===== src/rtl/ohc_pkg.sv =====
package ohc_pkg;

    typedef enum logic [2:0] {
        ST_IDLE  = 3'd0,
        ST_RUN   = 3'd1,
        ST_BLANK = 3'd2,
        ST_RETRY = 3'd3,
        ST_THERM = 3'd4
    } ohc_state_t;

endpackage


===== src/rtl/ohc_thermal.sv =====
module ohc_thermal (
    input  logic clk,
    input  logic rst_n,
    input  logic hot_i,
    input  logic cool_i,
    output logic hot_flag_o
);

    logic hot_q;

    // Trip dominates recovery; the flag holds between the two thresholds.
    always_ff @(posedge clk or negedge rst_n) begin
        if (!rst_n) begin
            hot_q <= 1'b0;
        end else if (hot_i) begin
            hot_q <= 1'b1;
        end else if (cool_i) begin
            hot_q <= 1'b0;
        end
    end

    assign hot_flag_o = hot_q;

endmodule


===== src/rtl/ohc_timer.sv =====
module ohc_timer #(
    parameter int OFF_CYCLES = 180_000_000,
    parameter int ON_CYCLES  = OFF_CYCLES / 10
) (
    input  logic clk,
    input  logic rst_n,
    input  logic clr_i,
    input  logic load_off_i,
    input  logic load_on_i,
    output logic expired_o
);

    localparam int MAX_CYC = (OFF_CYCLES > ON_CYCLES) ? OFF_CYCLES : ON_CYCLES;
    localparam int CW      = (MAX_CYC > 1) ? $clog2(MAX_CYC) : 1;
    localparam logic [CW-1:0] OFF_LAST = CW'(OFF_CYCLES - 1);
    localparam logic [CW-1:0] ON_LAST  = CW'(ON_CYCLES - 1);

    logic [CW-1:0] remain_q;

    always_ff @(posedge clk or negedge rst_n) begin
        if (!rst_n) begin
            remain_q <= '0;
        end else if (clr_i) begin
            remain_q <= '0;
        end else if (load_off_i) begin
            remain_q <= OFF_LAST;
        end else if (load_on_i) begin
            remain_q <= ON_LAST;
        end else if (remain_q != '0) begin
            remain_q <= remain_q - 1'b1;
        end
    end

    assign expired_o = (remain_q == '0);

endmodule


===== src/rtl/ohc_fsm.sv =====
module ohc_fsm
    import ohc_pkg::*;
(
    input  logic       clk,
    input  logic       rst_n,
    input  logic       en_i,
    input  logic       static_mode_i,
    input  logic       ovl_det_i,
    input  logic       hot_flag_i,
    input  logic       expired_i,
    output logic       clr_o,
    output logic       load_off_o,
    output logic       load_on_o,
    output logic       stage_on_o,
    output logic       ovl_flag_o
);

    ohc_state_t state_q;
    ohc_state_t state_d;
    logic       stage_q;
    logic       flag_q;

    // State register
    always_ff @(posedge clk or negedge rst_n) begin
        if (!rst_n) begin
            state_q <= ST_IDLE;
        end else begin
            state_q <= state_d;
        end
    end

    // Next-state logic: disable first, then thermal, then the hiccup cycle
    always_comb begin
        state_d = state_q;
        if (!en_i) begin
            state_d = ST_IDLE;
        end else if (hot_flag_i) begin
            state_d = ST_THERM;
        end else begin
            unique case (state_q)
                ST_IDLE:  state_d = ST_RUN;
                ST_THERM: state_d = ST_RUN;
                ST_RUN: begin
                    if (!static_mode_i && ovl_det_i) begin
                        state_d = ST_BLANK;
                    end
                end
                ST_BLANK: begin
                    if (static_mode_i) begin
                        state_d = ST_RUN;
                    end else if (expired_i) begin
                        state_d = ST_RETRY;
                    end
                end
                ST_RETRY: begin
                    if (static_mode_i) begin
                        state_d = ST_RUN;
                    end else if (expired_i) begin
                        state_d = ovl_det_i ? ST_BLANK : ST_RUN;
                    end
                end
                default:  state_d = ST_IDLE;
            endcase
        end
    end

    // Timer control derived from the transition about to happen
    always_comb begin
        clr_o      = (state_d == ST_IDLE) || (state_d == ST_THERM);
        load_off_o = (state_d == ST_BLANK) && (state_q != ST_BLANK);
        load_on_o  = (state_d == ST_RETRY) && (state_q != ST_RETRY);
    end

    // Registered outputs, decoded from the next state
    always_ff @(posedge clk or negedge rst_n) begin
        if (!rst_n) begin
            stage_q <= 1'b0;
            flag_q  <= 1'b0;
        end else begin
            unique case (state_d)
                ST_RUN: begin
                    stage_q <= 1'b1;
                    flag_q  <= static_mode_i & ovl_det_i;
                end
                ST_BLANK: begin
                    stage_q <= 1'b0;
                    flag_q  <= 1'b1;
                end
                ST_RETRY: begin
                    stage_q <= 1'b1;
                    flag_q  <= 1'b1;
                end
                default: begin
                    stage_q <= 1'b0;
                    flag_q  <= 1'b0;
                end
            endcase
        end
    end

    assign stage_on_o = stage_q;
    assign ovl_flag_o = flag_q;

endmodule


===== src/rtl/ovl_hiccup_ctrl.sv =====
module ovl_hiccup_ctrl #(
    parameter int OFF_CYCLES = 180_000_000,
    parameter int ON_CYCLES  = OFF_CYCLES / 10
) (
    input  logic clk,
    input  logic rst_n,
    input  logic en_i,
    input  logic static_mode_i,
    input  logic ovl_det_i,
    input  logic hot_i,
    input  logic cool_i,
    output logic stage_on_o,
    output logic ovl_flag_o,
    output logic hot_flag_o
);

    logic hot_flag;
    logic t_clr;
    logic t_load_off;
    logic t_load_on;
    logic t_expired;

    ohc_thermal u_thermal (
        .clk        (clk),
        .rst_n      (rst_n),
        .hot_i      (hot_i),
        .cool_i     (cool_i),
        .hot_flag_o (hot_flag)
    );

    ohc_timer #(
        .OFF_CYCLES (OFF_CYCLES),
        .ON_CYCLES  (ON_CYCLES)
    ) u_timer (
        .clk        (clk),
        .rst_n      (rst_n),
        .clr_i      (t_clr),
        .load_off_i (t_load_off),
        .load_on_i  (t_load_on),
        .expired_o  (t_expired)
    );

    ohc_fsm u_fsm (
        .clk           (clk),
        .rst_n         (rst_n),
        .en_i          (en_i),
        .static_mode_i (static_mode_i),
        .ovl_det_i     (ovl_det_i),
        .hot_flag_i    (hot_flag),
        .expired_i     (t_expired),
        .clr_o         (t_clr),
        .load_off_o    (t_load_off),
        .load_on_o     (t_load_on),
        .stage_on_o    (stage_on_o),
        .ovl_flag_o    (ovl_flag_o)
    );

    assign hot_flag_o = hot_flag;

endmodule


===== config.mk =====
export PLATFORM = sky130hd
export DESIGN_NAME = ovl_hiccup_ctrl
export DESIGN_NICKNAME = d
export VERILOG_FILES = /design/src/rtl/ohc_pkg.sv /design/src/rtl/ohc_thermal.sv /design/src/rtl/ohc_timer.sv /design/src/rtl/ohc_fsm.sv /design/src/rtl/ovl_hiccup_ctrl.sv
export SDC_FILE = /design/constraint.sdc
export NUM_CORES = 1
export LEC_CHECK = 0
export ABC_AREA = 1
export BUFFER_PORTS_ARGS = -buffer_cell sky130_fd_sc_hd__buf_2
export CORE_ASPECT_RATIO = 1.1
export CORE_MARGIN = 8
export CORE_UTILIZATION = 40
export CTS_CLUSTER_DIAMETER = 150
export DETAILED_ROUTE_END_ITERATION = 16
export GPL_ROUTABILITY_DRIVEN = 0
export GPL_TIMING_DRIVEN = 0
export SYNTH_ARGS = -nofsm -noshare
export SYNTH_HDL_FRONTEND = slang
export SYNTH_SLANG_ARGS = --single-unit

===== constraint.sdc =====
create_clock -name clk -period 3 [get_ports clk]
set_input_delay 0.6 -clock clk [delete_from_list [all_inputs] [get_ports clk]]
set_output_delay 0.6 -clock clk [all_outputs]
set_load 0.01 [all_outputs]

# == Yosys cells after proc, flatten, opt, wreduce, memory -nomap -nowiden ==
# Cells that the tools add are included.
# classes
muxes,17
reduce_logical,14
mul,0
div_mod_pow,0
n_eq_ne,10
add_sub_neg,1
shifts,0
n_lt_le_gt_ge,0
bitwise,1
# ops
cell,n
2-to-1 mux 28 bit,4
zero test 28 bit,1
nonzero test 28 bit,1
"subtractor 28 x 1 -> 28 bit, second input constant",1
2-to-1 mux 3 bit,7
"== test 3 x 2 -> 1 bit, second input constant",4
case mux 3 bit (4 select lines),1
"== test 3 x 1 -> 1 bit, second input constant",2
"== test 3 bit, second input constant",2
zero test 3 bit,2
"inequality test 3 x 2 -> 1 bit, second input constant",2
OR reduction 2 bit,3
nonzero test 4 bit,1
logical AND 1 bit,3
2-to-1 mux 1 bit,3
2-to-1 mux 2 bit,1
case mux 1 bit (2 select lines),1
nonzero test 2 bit,1
bitwise AND 1 bit,1
zero test 1 bit,1
logical OR 1 bit,1
# word_totals
romBits,0
wordCells,48
inputBits,7
mem_bits_rw,0
latchBits,0
ff_bits,34
output_inout_bits,3
memories,0

# == Depth between registers and ports, before layout ==
# logic_depth
ltp_word,11
mapped_depth,16
ltp_nobuf,16

# == Hierarchy ==
# A second synthesis with hierarchy kept.
# hier_totals
hier_cells,334
area_unflattened_um2,2342.2
# by_module_without_submodules
mod,area_each_um2,n_inst,cells_per_inst,seq_area_each_um2
ohc_timer,1966.9,1,281,700.7
ohc_fsm,335.3,1,48,125.1
ohc_thermal,40.0,1,5,25.0

# == Least setup slack after synthesis ==
# Ideal clock, no wire load.
# synth_timing
path_type,register -> register
start,register u_timer.remain_q[0]
end,register u_timer.remain_q[21]
path_buffers,1
path_stages_with_launch,17
synth_period_minus_slack_ns,2.175
arrival_ns,2.051
setup_ns,0.124
slack_ns,0.825
t_required_ns,2.876
cell_sequence,dfrtp_1 inv_1 ha_1 nand3_1 nor2_1 nand2_1 nor2_8 nand3_1 nand2_1 nand2_1 nand3_2 nand2_1 inv_2 nand3_4 nand2_4 buf_12 nor2_4
# synth_between
elab_chain_len,11
word_cells_on_any_way,22
cone_classes,add/sub: 1; eq/ne: 3; mux: 11; reduce/logical: 7
# synth_rtl
item,line_no,source
start: declaration,ohc_timer.sv:18,logic [CW-1:0] remain_q;
start signal: assignment,ohc_timer.sv:30,remain_q <= remain_q - 1'b1;
zero test 28 bit,ohc_timer.sv:34,assign expired_o = (remain_q == '0);
"2-to-1 mux 3 bit, on equally long branches","ohc_fsm.sv:58, ohc_fsm.sv:51",
"2-to-1 mux 3 bit, on equally long branches","ohc_fsm.sv:56, ohc_fsm.sv:49",
case mux 3 bit (4 select lines),ohc_fsm.sv:40,unique case (state_q)
2-to-1 mux 3 bit,ohc_fsm.sv:37,end else if (hot_flag_i) begin
2-to-1 mux 3 bit,ohc_fsm.sv:35,if (!en_i) begin
== test 3 x 2 -> 1 bit,ohc_fsm.sv:71,load_on_o = (state_d == ST_RETRY) && (state_q != ST_RETRY);
logical AND 1 bit,ohc_fsm.sv:71,
2-to-1 mux 28 bit,ohc_timer.sv:27,end else if (load_on_i) begin
2-to-1 mux 28 bit,ohc_timer.sv:25,end else if (load_off_i) begin
2-to-1 mux 28 bit,ohc_timer.sv:23,end else if (clr_i) begin
# Parallel ways exist; a longest one is shown, timed or not. The select of a mux whose other input is x is not followed.
# A chain may end at the register's enable or synchronous reset.

# == Worst setup path in the final report ==
# layout_timing
start,register u_timer.remain_q[0]
end,register u_timer.remain_q[4]
# Same word-level chain as after synthesis.

==> impl_metrics.csv <==
group,metric,value,unit
critical_path,worst-r2r-setup-slack,0.32,ns
clocking,max_h_tree_level,2,
route,vias,1839,
sta,achievable-frequency,373,MHz
grt,grt_usage,13.5,%
grt,via_count_of_the_first_global_routing_pass,1827,
clocking,cts.sinks,34,
final_layout,layout_commonest_cell,"nor2_1",
synth,post_synthesis_mean_instance_area,7.80,µm²
final_layout,seq_area,851,µm²
floorplanning,io_pins,10,
placement,hpwlAfterDp,3660,µm
critical_path,worst_path_max_fanout,10,
pwr,cellPowerDensity,673,nW/µm²
critical_path,classification_of_the_worst_setup_path,"flop to flop",
synth,postSynth.asyncResetShare,100,%
synth,syn-num-nets,284,
flow_run,count_of_maximum_capacitance_violations,0,
clocking,postCtsSetupBuffers,0,
synth,post_synthesis_cells,276,
hold_path,timing.hold.worst.class,"input port to async pin",
final_layout,design.final.nets,300,
clocking,root_buffer,"clkbuf_8",
pwr,power.net_switching,0.000660,W
grt,grt_pass1_wl,8400,µm
critical_path,crit_path_end_kind,"flop",
sta,grt_setup_unrepaired,"false",
synth,synth_compound_gate_area_share,6.98,%
sta,worst_hold_slack,0.392,ns
clocking,post_cts_hold_buffer_count,0,
critical_path,reg2reg_depth,16,
synth,synth.yosys.warnings,0,
sta,finClkSkew,0.00656,ns
critical_path,critPathSlowestCell,"dfrtp_1",
status,outcome,"finished clean",
sta,tightestPinTransition,0.797,ns
floorplanning,initial_core_utilization,40.7,%
sta,finalSetupViolations,0,
pwr,clkPwrFrac,21.2,%
critical_path,critical_path.top_delay_family,"simple AND/OR/NAND/NOR gates",
clocking,cts_repair_resize_count,0,
sta,slew_headroom,46.4,%
synth,synth_adder_area_share,0.581,%
synth,xor_and_xnor_area_share_after_synthesis,4.88,%
synth,ys_seq_elements,34,
grt,grt_max_degree,35,
final_layout,commonest_non_fill_non_tap_cells_in_the_layout,"nor2_1, nand2_1, dfrtp_1",
critical_path,timing.critical_path.slowest_cell_delay,0.43,ns
synth,synth-simple-area-share,40.9,%
clocking,clkLatencyLatePin,0.29,ns
floorplanning,design.die.area,7990,µm²
route,detail_route.first_pass.iterations,4,
critical_path,critical_path.n_buffers_inverters,3,
critical_path,cp_cell_sequence,"inv_1 > ha_1 > nand3_1 > nor2_1 > nand2_1 > nor2_8 > nand3_1 > nand2_1 > nand2_1 > nand3_2 > nand2_1 > inv_2 > nand3_4 > nand2_4 > buf_12 > nor2_4",
critical_path,critical_path.startpoint_type,"flop",
pwr,power.share.sequential,34.0,%
clocking,worst_setup_hold_path_clk_slew,0.07,ns
clocking,tritoncts,"yes",
floorplanning,total_core_area,5290,µm²
critical_path,r2r_end,"u_timer.remain_q[4]",
synth,synth_flop_cell,"dfrtp_1",
clocking,cts_buffer_depth,2,
pwr,power.combinational.fraction,44.8,%
pwr,p_sw_share,41.3,%
synth,synth_enable_flop_cells,0,
critical_path,timing.critical_path.arrival,2.85,ns
sta,final_report_max_slew_violation_count,0,
pwr,power.internal,0.000937,W
critical_path,critPathMostFrequentCell,"nand2_1",
final_layout,filler_cell_count,542,
synth,yosysTopAreaCellShare,39.5,%
route,drc_errors,0,
final_layout,multiInputGateArea,1150,µm²
synth,count_of_different_cell_masters_after_synthesis,33,
critical_path,critical_path_required,3.17,ns
final_layout,num_antenna_cells,0,
synth,muxShareOfSynthArea,0,%
route,initialDrtViolationCount,91,
critical_path,reg2reg_from,"u_timer.remain_q[0]",
sta,timing.final.crit_share,89.3,%
clocking,cts_buffers,5,
synth,synth_top_family_by_area,"simple AND/OR/NAND/NOR gates",
floorplanning,fp-row-count,28,
synth,synthesis.area,2150,µm²
synth,synth_area_leader_cell,"dfrtp_1",
final_layout,post_route_cells_drive_above_1_share,17.2,%
route,routed_wirelength,4860,µm
grt,antenna_found_initial,0,
floorplanning,die_width,85.9,µm
pwr,cellLeakagePower,1.21,nW
route,viasPerCell,5.02,
grt,grt_overflow_total,0,
synth,proportion_of_synthesized_chip_area_in_sequential_cells,39.5,%
pwr,ir_worst_vdd,0.000205,V
sta,finalHoldViolations,0,
sta,min_period,2.68,ns
route,detail-route-antenna-nets,0,
final_layout,area_growth_syn_to_layout,10.3,%
synth,synth.top_cells.by_area,"dfrtp_1, nor2_1, nand2_1",
floorplanning,die_h,92.9,µm
placement,io_buffers,9,
route,wl_per_cell,13.3,µm
sta,setup_tns,0,ns
## cells by family (layout without fill, tap and decap cells)
| group | Yosys count | after routing |
|---|---|---|
| fa+ha+maj | 1 | 1 |
| flops | 34 | 34 |
| buf+inv | 36 | 51 |
| compound gates | 26 | 26 |
| simple gates | 167 | 167 |
| xor+xnor | 12 | 12 |
## metal layers
layer  up-vias  GRT usage, %  wire length (µm)
met5         -             0                 0
met1       884          15.9              2160
li1        917             -                 -
met3         9          3.19               143
met2        29          22.9              2460
met4         0          5.56                93
## worst max path at each step
stage	depth (start not counted)	startpoint	endpoint
after global placement	16	u_timer.remain_q[0]	u_timer.remain_q[4]
after detailed placement	16	u_timer.remain_q[0]	u_timer.remain_q[4]
final	16	u_timer.remain_q[0]	u_timer.remain_q[4]
after CTS	16	u_timer.remain_q[0]	u_timer.remain_q[4]
after floorplan	16	u_timer.remain_q[0]	u_timer.remain_q[21]
after global routing	16	u_timer.remain_q[0]	u_timer.remain_q[4]
## state kept, by name, indices dropped and copies added (netlist names)
name / cells
u_fsm.ovl_flag_o: 1
u_fsm.stage_on_o: 1
u_fsm.state_q: 3
u_thermal.hot_flag_o: 1
u_timer.remain_q: 28
## final cells by class
type | count | share of cell area [%]
Tap cell | 75 | 3.95
Multi-Input combinational cell | 206 | 48.3
Sequential cell | 34 | 35.8
Clock buffer | 6 | 3.48
Buffer | 3 | 1.27
Inverter | 33 | 5.22
Timing Repair Buffer | 9 | 1.90
## power groups by stage
| stage | Combinational (W) | Sequential (W) | Clock, W |
|---|---|---|---|
| global route | 0.000804 | 0.000549 | 0.000374 |
| global placement | 0.000709 | 0.000551 | 0 |
| detailed placement | 0.000717 | 0.000552 | 0 |
| CTS | 0.000720 | 0.000544 | 0.000350 |
| finish | 0.000715 | 0.000543 | 0.000339 |
| floorplan | 0.000595 | 0.000540 | 0 |
## metrics by stage
step / instance area, µm² / cells / power [W] / utilization [%] / setup slack (ns)
2_1_floorplan: 2150 / 276 / 0.00114 / - / 0.825
3_3_place_gp: 2290 / 360 / 0.00126 / 43.3 / 0.375
3_5_place_dp: 2290 / 360 / 0.00127 / 43.3 / 0.353
4_1_cts: 2370 / 366 / 0.00161 / 44.9 / 0.325
5_1_grt: 2370 / 366 / 0.00173 / 44.9 / 0.0879
6_report: 2370 / 366 / 0.00160 / 44.9 / 0.322
## worst register-to-register path, cell delays in order (launching register included)
cell and delay (ns):
dfrtp_1 0.43, inv_1 0.09, ha_1 0.21, nand3_1 0.19, nor2_1 0.15, nand2_1 0.18, nor2_8 0.19, nand3_1 0.09
nand2_1 0.06, nand2_1 0.09, nand3_2 0.17, nand2_1 0.15, inv_2 0.09, nand3_4 0.08, nand2_4 0.15, buf_12 0.20
nor2_4 0.05
## cells in the mapped netlist, types with 4 or more instances
cell type	number
nor2_4	11
nand3_1	15
nor2_1	54
inv_1	29
nor3_1	7
xor2_1	9
inv_2	4
dfrtp_1	34
nand2_2	4
a21oi_1	14
nor4_1	4
o21ai_0	5
nand2_1	48
nand4_1	7
Note: power is estimated with default switching activity, not from simulation.
